==> config.mk <==
export PLATFORM = sky130hd
export DESIGN_NAME = uart_tx_inject_seq
export DESIGN_NICKNAME = d
export VERILOG_FILES = /design/src/rtl/txs_pkg.sv /design/src/rtl/txs_ins_slot.sv /design/src/rtl/txs_brk_timer.sv /design/src/rtl/uart_tx_inject_seq.sv
export SDC_FILE = /design/constraint.sdc
export NUM_CORES = 1
export LEC_CHECK = 0
export BUFFER_PORTS_ARGS = -buffer_cell sky130_fd_sc_hd__buf_2
export CORE_MARGIN = 1
export CORE_UTILIZATION = 35
export DETAILED_ROUTE_END_ITERATION = 10
export PLACE_DENSITY = 0.65
export SKIP_CTS_REPAIR_TIMING = 1
export SLEW_MARGIN = 20
export SYNTH_ARGS = -nofsm -noshare
export SYNTH_HDL_FRONTEND = slang
export SYNTH_HIERARCHICAL = 1
export SYNTH_SLANG_ARGS = --single-unit
==> constraint.sdc <==
create_clock -name clk -period 5.34 [get_ports clk]
set_input_delay 0.534 -clock clk [delete_from_list [all_inputs] [get_ports clk]]
set_output_delay 0.534 -clock clk [all_outputs]
set_load 0.005 [all_outputs]
==> src/rtl/txs_pkg.sv <==
package txs_pkg;

    typedef enum logic [1:0] {
        ST_RUN   = 2'd0,
        ST_BREAK = 2'd1,
        ST_HALT  = 2'd2
    } txs_state_e;

    typedef struct packed {
        txs_state_e state;
        logic       stop;
    } txs_ctrl_t;

endpackage

==> src/rtl/txs_ins_slot.sv <==
module txs_ins_slot #(
    parameter int DATA_W = 8
) (
    input  logic              clk,
    input  logic              rst_n,
    input  logic              wr,
    input  logic [DATA_W-1:0] wdata,
    input  logic              take,
    output logic              pend,
    output logic [DATA_W-1:0] data
);

    typedef struct packed {
        logic              pend;
        logic [DATA_W-1:0] data;
    } slot_t;

    slot_t slot_d, slot_q;

    always_comb begin
        slot_d = slot_q;
        if (take) begin
            slot_d.pend = 1'b0;
        end
        // a write into an occupied slot is dropped
        if (wr && !slot_q.pend) begin
            slot_d.pend = 1'b1;
            slot_d.data = wdata;
        end
    end

    always_ff @(posedge clk) begin
        if (!rst_n) begin
            slot_q <= '0;
        end else begin
            slot_q <= slot_d;
        end
    end

    assign pend = slot_q.pend;
    assign data = slot_q.data;

    p_ins_clear_r4: assert property (@(posedge clk) disable iff (!rst_n)
        (slot_q.pend && take && !wr) |=> !slot_q.pend);

    p_ins_keep_r4: assert property (@(posedge clk) disable iff (!rst_n)
        (slot_q.pend && !take) |=> (slot_q.pend && $stable(slot_q.data)));

endmodule

==> src/rtl/txs_brk_timer.sv <==
module txs_brk_timer #(
    parameter int CNT_W = 16,
    parameter int FB_W  = 4
) (
    input  logic             clk,
    input  logic             rst_n,
    input  logic             start,
    input  logic [CNT_W-1:0] count,
    input  logic [FB_W-1:0]  frame_bits,
    input  logic             tick,
    output logic             active,
    output logic             done
);

    typedef struct packed {
        logic             active;
        logic [CNT_W-1:0] chars;
        logic [FB_W-1:0]  bits;
        logic [FB_W-1:0]  frame;
    } tmr_t;

    tmr_t tmr_d, tmr_q;
    logic [FB_W-1:0] frame_safe;
    logic            last_bit;

    assign frame_safe = (frame_bits == '0) ? FB_W'(1) : frame_bits;
    assign last_bit   = (tmr_q.bits == FB_W'(1));

    always_comb begin
        tmr_d = tmr_q;
        done  = 1'b0;
        if (!tmr_q.active) begin
            if (start && count != '0) begin
                tmr_d.active = 1'b1;
                tmr_d.chars  = count;
                tmr_d.bits   = frame_safe;
                tmr_d.frame  = frame_safe;
            end
        end else if (tick) begin
            if (last_bit) begin
                if (tmr_q.chars == CNT_W'(1)) begin
                    tmr_d.active = 1'b0;
                    tmr_d.chars  = '0;
                    tmr_d.bits   = '0;
                    done         = 1'b1;
                end else begin
                    tmr_d.chars = tmr_q.chars - CNT_W'(1);
                    tmr_d.bits  = tmr_q.frame;
                end
            end else begin
                tmr_d.bits = tmr_q.bits - FB_W'(1);
            end
        end
    end

    always_ff @(posedge clk) begin
        if (!rst_n) begin
            tmr_q <= '0;
        end else begin
            tmr_q <= tmr_d;
        end
    end

    assign active = tmr_q.active;

    p_bits_live_r6: assert property (@(posedge clk) disable iff (!rst_n)
        tmr_q.active |-> (tmr_q.bits != '0 && tmr_q.chars != '0));

    p_frame_hold_r6: assert property (@(posedge clk) disable iff (!rst_n)
        (tmr_q.active && !tick) |=> ($stable(tmr_q.bits) && $stable(tmr_q.chars)));

endmodule

==> src/rtl/uart_tx_inject_seq.sv <==
module uart_tx_inject_seq #(
    parameter int DATA_W = 8,
    parameter int CNT_W  = 16,
    parameter int FB_W   = 4
) (
    input  logic              clk,
    input  logic              rst_n,
    input  logic              buf_valid,
    input  logic [DATA_W-1:0] buf_data,
    output logic              buf_ready,
    input  logic              ins_wr,
    input  logic [DATA_W-1:0] ins_data,
    output logic              ins_pending,
    input  logic              stop_cmd,
    input  logic              restart_cmd,
    input  logic [CNT_W-1:0]  brk_count,
    input  logic [FB_W-1:0]   frame_bits,
    input  logic              bit_tick,
    output logic              ser_valid,
    output logic [DATA_W-1:0] ser_data,
    output logic              ser_ins,
    input  logic              ser_ready,
    output logic              line_brk,
    output logic              tx_halted
);
    import txs_pkg::*;

    txs_ctrl_t ctl_d, ctl_q;

    logic              slot_pend;
    logic [DATA_W-1:0] slot_data;
    logic              slot_take;
    logic              brk_start;
    logic              tmr_active;
    logic              tmr_done;

    txs_ins_slot #(.DATA_W(DATA_W)) u_slot (
        .clk   (clk),
        .rst_n (rst_n),
        .wr    (ins_wr),
        .wdata (ins_data),
        .take  (slot_take),
        .pend  (slot_pend),
        .data  (slot_data)
    );

    txs_brk_timer #(.CNT_W(CNT_W), .FB_W(FB_W)) u_tmr (
        .clk        (clk),
        .rst_n      (rst_n),
        .start      (brk_start),
        .count      (brk_count),
        .frame_bits (frame_bits),
        .tick       (bit_tick),
        .active     (tmr_active),
        .done       (tmr_done)
    );

    always_comb begin
        ctl_d     = ctl_q;
        buf_ready = 1'b0;
        ser_valid = 1'b0;
        ser_data  = buf_data;
        ser_ins   = 1'b0;
        brk_start = 1'b0;
        unique case (ctl_q.state)
            ST_RUN: begin
                if (stop_cmd) begin
                    ctl_d.stop = 1'b1;
                end
                if (slot_pend) begin
                    ser_valid = 1'b1;
                    ser_data  = slot_data;
                    ser_ins   = 1'b1;
                end else if (ctl_q.stop) begin
                    if (ser_ready) begin
                        ctl_d.stop = 1'b0;
                        if (brk_count == '0) begin
                            ctl_d.state = ST_HALT;
                        end else begin
                            brk_start   = 1'b1;
                            ctl_d.state = ST_BREAK;
                        end
                    end
                end else begin
                    ser_valid = buf_valid;
                    buf_ready = ser_ready;
                end
            end
            ST_BREAK: begin
                if (tmr_done) begin
                    ctl_d.state = ST_HALT;
                end
            end
            ST_HALT: begin
                if (slot_pend) begin
                    ser_valid = 1'b1;
                    ser_data  = slot_data;
                    ser_ins   = 1'b1;
                end
                if (restart_cmd) begin
                    ctl_d.state = ST_RUN;
                end
            end
            default: begin
                ctl_d.state = ST_RUN;
            end
        endcase
    end

    always_ff @(posedge clk) begin
        if (!rst_n) begin
            ctl_q <= '{state: ST_RUN, stop: 1'b0};
        end else begin
            ctl_q <= ctl_d;
        end
    end

    assign slot_take   = ser_valid && ser_ready && ser_ins;
    assign ins_pending = slot_pend;
    assign line_brk    = tmr_active;
    assign tx_halted   = (ctl_q.state == ST_HALT);

    p_brk_at_idle_r5: assert property (@(posedge clk) disable iff (!rst_n)
        $rose(tmr_active) |-> $past(ser_ready));

    p_ins_first_r3: assert property (@(posedge clk) disable iff (!rst_n)
        slot_pend |-> !buf_ready);

    p_brk_quiet_r8: assert property (@(posedge clk) disable iff (!rst_n)
        tmr_active |-> (!buf_ready && !ser_valid));

    p_halt_idle_r9: assert property (@(posedge clk) disable iff (!rst_n)
        (ctl_q.state == ST_HALT) |-> (!tmr_active && !buf_ready));

    p_brk_state_r6: assert property (@(posedge clk) disable iff (!rst_n)
        tmr_active |-> (ctl_q.state == ST_BREAK));

endmodule

* Word level (Yosys, flattened, before mapping)
Cells that the tools add are included.
** Storage, ports and cells
- Bits in registers :: 37
- Output and inout port bits :: 14
** Operators by class
- Reduce and logical (&&, ||, !) cells :: 16
- Bitwise operators :: 1
- Eq/ne operators :: 11
- Muxes and demuxes :: 37
- $add $sub $neg :: 2
** Operators with widths (number)
- $mux 21 :: 2
- $mux 25 :: 1
- $mux 20 :: 1
- $mux 1 :: 19
- $mux 17 :: 1
- $eq 16x1->1 const B :: 1
- $logic_not 16->1 :: 1
- $mux 8 :: 2
- $reduce_bool 16->1 :: 1
- $sub 16x1->16 const B :: 1
- $ne 2x2->1 const B :: 7
- $mux 3 :: 3
- $mux 9 :: 1
- $mux 4 :: 2
- $mux 2 :: 3
- $pmux 2 s3 :: 1
- $reduce_and 5->1 :: 1
- $eq 4x1->1 const B :: 1
- $logic_and 1x1->1 :: 4
- $logic_not 4->1 :: 1
- $reduce_and 2->1 :: 2
- $reduce_bool 2->1 :: 2
- $sub 4x1->4 const B :: 1
- $reduce_and 3->1 :: 1
- 7 further kinds :: 7

* Depth between registers and ports, before layout
- Depth after elaboration :: 9
- Mapped depth :: 9

* Hierarchy
The synthesis kept the hierarchy.
** By module, submodules not included
- txs_brk_timer :: sequential area each 500.5 um^2, area an instance 1561.5 um^2, instances 1, cells an instance 188
- txs_ins_slot :: sequential area each 180.2 um^2, area an instance 379.1 um^2, instances 1, cells an instance 39
- uart_tx_inject_seq :: sequential area each 60.1 um^2, area an instance 319.1 um^2, instances 1, cells an instance 37

* Worst setup path after synthesis
No wires, ideal clock.
- Kind :: input -> register
- From :: input ser_ready
- To :: register u_tmr/tmr_q[1] in the netlist's numbering
- Arrival time :: 2.004 ns
- Path slack :: 3.210 ns
- Cell stages on the path :: 8
- Required time :: 5.215 ns
- Setup time :: 0.125 ns
- Cells stage by stage :: nor4b_1 -> and3_1 -> nand2b_1 -> a41oi_1 -> buf_6 -> buf_2 -> mux2i_1 -> nor2_1
** Between the ends
- Cells in the longest elaborated chain, start to end :: 6
** RTL lines
- start: declaration :: RTL line uart_tx_inject_seq.sv:22 : input logic ser_ready,
- $mux 1 :: RTL line uart_tx_inject_seq.sv:75 : if (ser_ready) begin
- $mux 1 :: RTL line uart_tx_inject_seq.sv:74 : end else if (ctl_q.stop) begin
- $mux 1 :: RTL line uart_tx_inject_seq.sv:70 : if (slot_pend) begin
- $mux 1 :: RTL line uart_tx_inject_seq.sv:65 : unique case (ctl_q.state)
- net brk_start :: RTL line uart_tx_inject_seq.sv:33 : logic brk_start;
- $logic_and 1x1->1 :: RTL line txs_brk_timer.sv:33 : if (start && count != '0) begin
- $reduce_and 2->1 (no source line)
- end signal: assignment :: RTL line txs_brk_timer.sv:60 : tmr_q <= tmr_d;
- end: declaration :: RTL line txs_brk_timer.sv:22 : tmr_t tmr_d, tmr_q;
The timed path passes the listed nets, and every way through them passes these cells.
A chain may end at the register's enable or synchronous reset.

* Worst setup path in the final report
- From :: register u_slot.slot_q, in the netlist u_slot/pend
- To :: output ser_data[5]
** Between the ends
- Cells in the longest elaborated chain, start to end :: 2
** RTL lines
- start: declaration :: RTL line txs_ins_slot.sv:18 : slot_t slot_d, slot_q;
- start signal: assignment :: RTL line txs_ins_slot.sv:36 : slot_q <= slot_d;
- $mux 8 :: RTL line uart_tx_inject_seq.sv:70, uart_tx_inject_seq.sv:95
- $mux 8
- end: declaration :: RTL line uart_tx_inject_seq.sv:20 : output logic [DATA_W-1:0] ser_data,
Every way passes these cells.

==> metrics.csv <==
stage;metric;value;unit
run_status;status;complete, no violations;
place;io_buffers;57;
synthesis;synth_top_area_cell;dfxtp_1;
detailed_routing;wl_per_cell;14.40;um
detailed_routing;met1_length;2.604;mm
timing;worst_slew_pin_slew;0.9431;ns
run;maxCapViolations;0;
timing;grt_setup_unrepaired;no;
clocking;cts_buffers;5;
die;dieWidth;82.35;um
global_route;grt_pass1_wl;8.901;mm
timing;finalCritPeriodShare;46.22;%
clocking;path_clk_slew;0.07;ns
synthesis;yosysMostFrequentCell;dfxtp_1;
critical_path;critPathKind;reg -> out;
detailed_routing;wirelength;5.629;mm
place;gp_congestion;0.8634;
detailed_routing;viasPerCell;5.535;
pwr;switching_share;29.43;%
synthesis;synth_nets;312;
layout;final_nets;364;
synthesis;syn_area_per_cell;8.559;um2
timing;hold_viol;0;
layout;syn2layout_area_growth;16.45;%
critical_path;critPathSlowestCell;nor2b_1;
die;dieArea;6782;um2
clocking;cts-root-buf;clkbuf_8;
synthesis;synth_cell_types;53;
timing;min_period;2.468;ns
critical_path;required;4.81;ns
die;die_y;82.35;um
timing;setup_viol;0;
critical_path;endpoint_kind;primary output;
critical_path;critPathMaxStageDelay;0.64;ns
clocking;cts_tree;done;
detailed_routing;wl_met3;550;um
critical_path;arrival;1.93;ns
detailed_routing;drtAntennaViolNets;0;
critical_path;reg2reg_depth;8;
synthesis;synthTopCellsByArea;dfxtp_1 (33%), nand2_1 (5.3%), mux2i_1 (4.9%);
synthesis;synth_edf_count;0;
detailed_routing;drt_pass1_iterations;4;
detailed_routing;top_layer;met4;
timing;fin_skew;0.003202;ns
global_route;grt_pass1_vias;1931;
die;num_rows;28;
detailed_routing;drc;0;
pwr;clkPwrFrac;31.0;%
timing;slew_headroom;36.60;%
layout;drive_gt1_share;26.90;%
timing;setup_tns;0;ns
timing;drv_slew;0;
clocking;cts_max_level;2;
hold_path;hold_path.class;reg -> reg;
timing;fmax;405.1;MHz
critical_path;cp_max_fo;10;
pwr;p_sw;0.1926;mW
layout;diodes;0;
synthesis;yosysSeqAreaShare;32.78;%
synthesis;synthFlopType;dfxtp_1;
detailed_routing;drt-initial-drc-count;192;
clocking;cts.sink_count;37;
synthesis;ys_ff_latch;37;
synthesis;async_reset_ff_share;0;%
pwr;seqPwrFrac;46.5;%
die;core_region_area;6061;um2
global_route;grt_usage;17.42;%
die;ios;58;
pwr;ir_drop;0.0001251;V
synthesis;syn_inst;264;
synthesis;netlist.area_leader.share;32.78;%
clocking;clk_path_buf_depth;2;
pwr;power.internal;0.4620;mW
pwr;power;0.6547;mW
synthesis;synthesis.area;2260;um2
critical_path;crit_chain;nor2b_1 -> mux2_2 -> buf_2;
die;initial_core_util;37.28;%
detailed_routing;wl_met2;2.387;mm
synthesis;synth.top_cells.by_count;dfxtp_1 (37), nand2_1 (32), nor2_1 (22);
critical_path;cp-start-kind;register;
pwr;share_comb_of_total_power;22.4;%
place;hpwl;4.010;mm
detailed_routing;vias;2164;
global_route;overflow;0;
clocking;clk_latency;0.29;ns
pwr;leakagePower;1.056;nW
pwr;power_density;248.8;nW/um2
global_route;antenna_found_initial;0;
hold_path;hold-path-cell-count;2;
global_route;grt_max_degree;31;
synthesis;ys_warn_count;6;
power by group through the flow:
stage	sequential (mW)	clock (mW)	combinational [mW]
after floorplan	0.307	0	0.104
after global placement	0.310	0	0.145
after detailed placement	0.311	0	0.146
after CTS	0.304	0.209	0.147
after global routing	0.307	0.222	0.163
final	0.305	0.203	0.147
kinds of logic after synthesis:
kind of cell    Yosys count  share of synthesized area, %
compound gates           60                         17.77
mux                      19                         8.860
flops                    37                         32.78
buf+inv                  23                         6.810
xor+xnor                  7                         2.713
simple gates            114                         28.85
fa+ha+maj                 4                         2.215
registers in the layout, summed over array words and instances (netlist names):
| register | count |
|---|---|
| ctl_q | 3 |
| u_slot/data | 8 |
| u_slot/pend | 1 |
| u_tmr/active | 1 |
| u_tmr/tmr_q | 24 |
per-layer routing:
metal  vias to the layer above  global-route usage, %
met3                         8                  3.516
li1                       1079                      -
met1                       969                  22.64
met4                         0                  7.719
met5                         -                      0
met2                       108                  27.69
layout by cell type (no fill, tap or decap), types with 2 or more instances in the layout:
cell type and instances:
nor2b_1 4, nor2_1 22, nor4b_1 3, a221oi_1 3
o21ai_0 10, nand4_1 4, buf_4 2, nor4_1 9
nand3b_1 2, mux2_2 8, a21oi_1 18, nor3b_1 5
and3_1 4, xnor2_1 7, a32oi_1 5, o22ai_1 3
inv_1 9, nand2_1 32, and2_1 3, o31ai_1 2
a31oi_1 3, nand2b_1 2, buf_2 57, ha_1 4
o2bb2ai_1 2, a22oi_1 7, dfxtp_1 37, nand3_1 3
mux2i_1 11, clkbuf_8 6, nand4b_1 2, nor3_1 7
final timing paths:
kind | startpoint | to | slack, ns
setup reg to reg | ctl_q[1] | u_tmr/tmr_q[10] | 3.02
hold / removal | u_slot/data[0] | u_slot/data[0] | 0.46
setup / recovery | u_slot/pend | ser_data[5] | 2.87
hold reg to reg | u_slot/data[0] | u_slot/data[0] | 0.46
critical path: cells and delay by family, from the launching register on:
family | cells | cell delay, ns
multiplexers | 1 | 0.41
buffers and inverters | 1 | 0.12
flip-flops | 1 | 0.47
AND/OR/NAND/NOR | 1 | 0.64
stage by stage:
step	instance area [um2]	instances	utilization, %	hold slack, ns	setup WS [ns]
after floorplan	2260	264	-	0.4313	3.210
after global placement	2541	384	41.93	0.4463	2.764
after detailed placement	2541	384	41.93	0.4517	2.749
after CTS	2631	391	43.41	0.4627	2.850
after global routing	2631	391	43.41	0.4753	2.706
final	2631	391	43.41	0.4607	2.872
layout make-up:
| type | instances | area [um2] |
|---|---|---|
| flip-flops and latches | 37 | 740.7 |
| clock buffers | 6 | 82.58 |
| multi-input cells | 204 | 1373 |
| fillers | 614 | 3430 |
| clock inverters | 1 | 7.507 |
| repair buffers | 59 | 300.3 |
| inverters | 9 | 33.78 |
| well taps | 75 | 93.84 |
(Power assumes the default switching activity.)
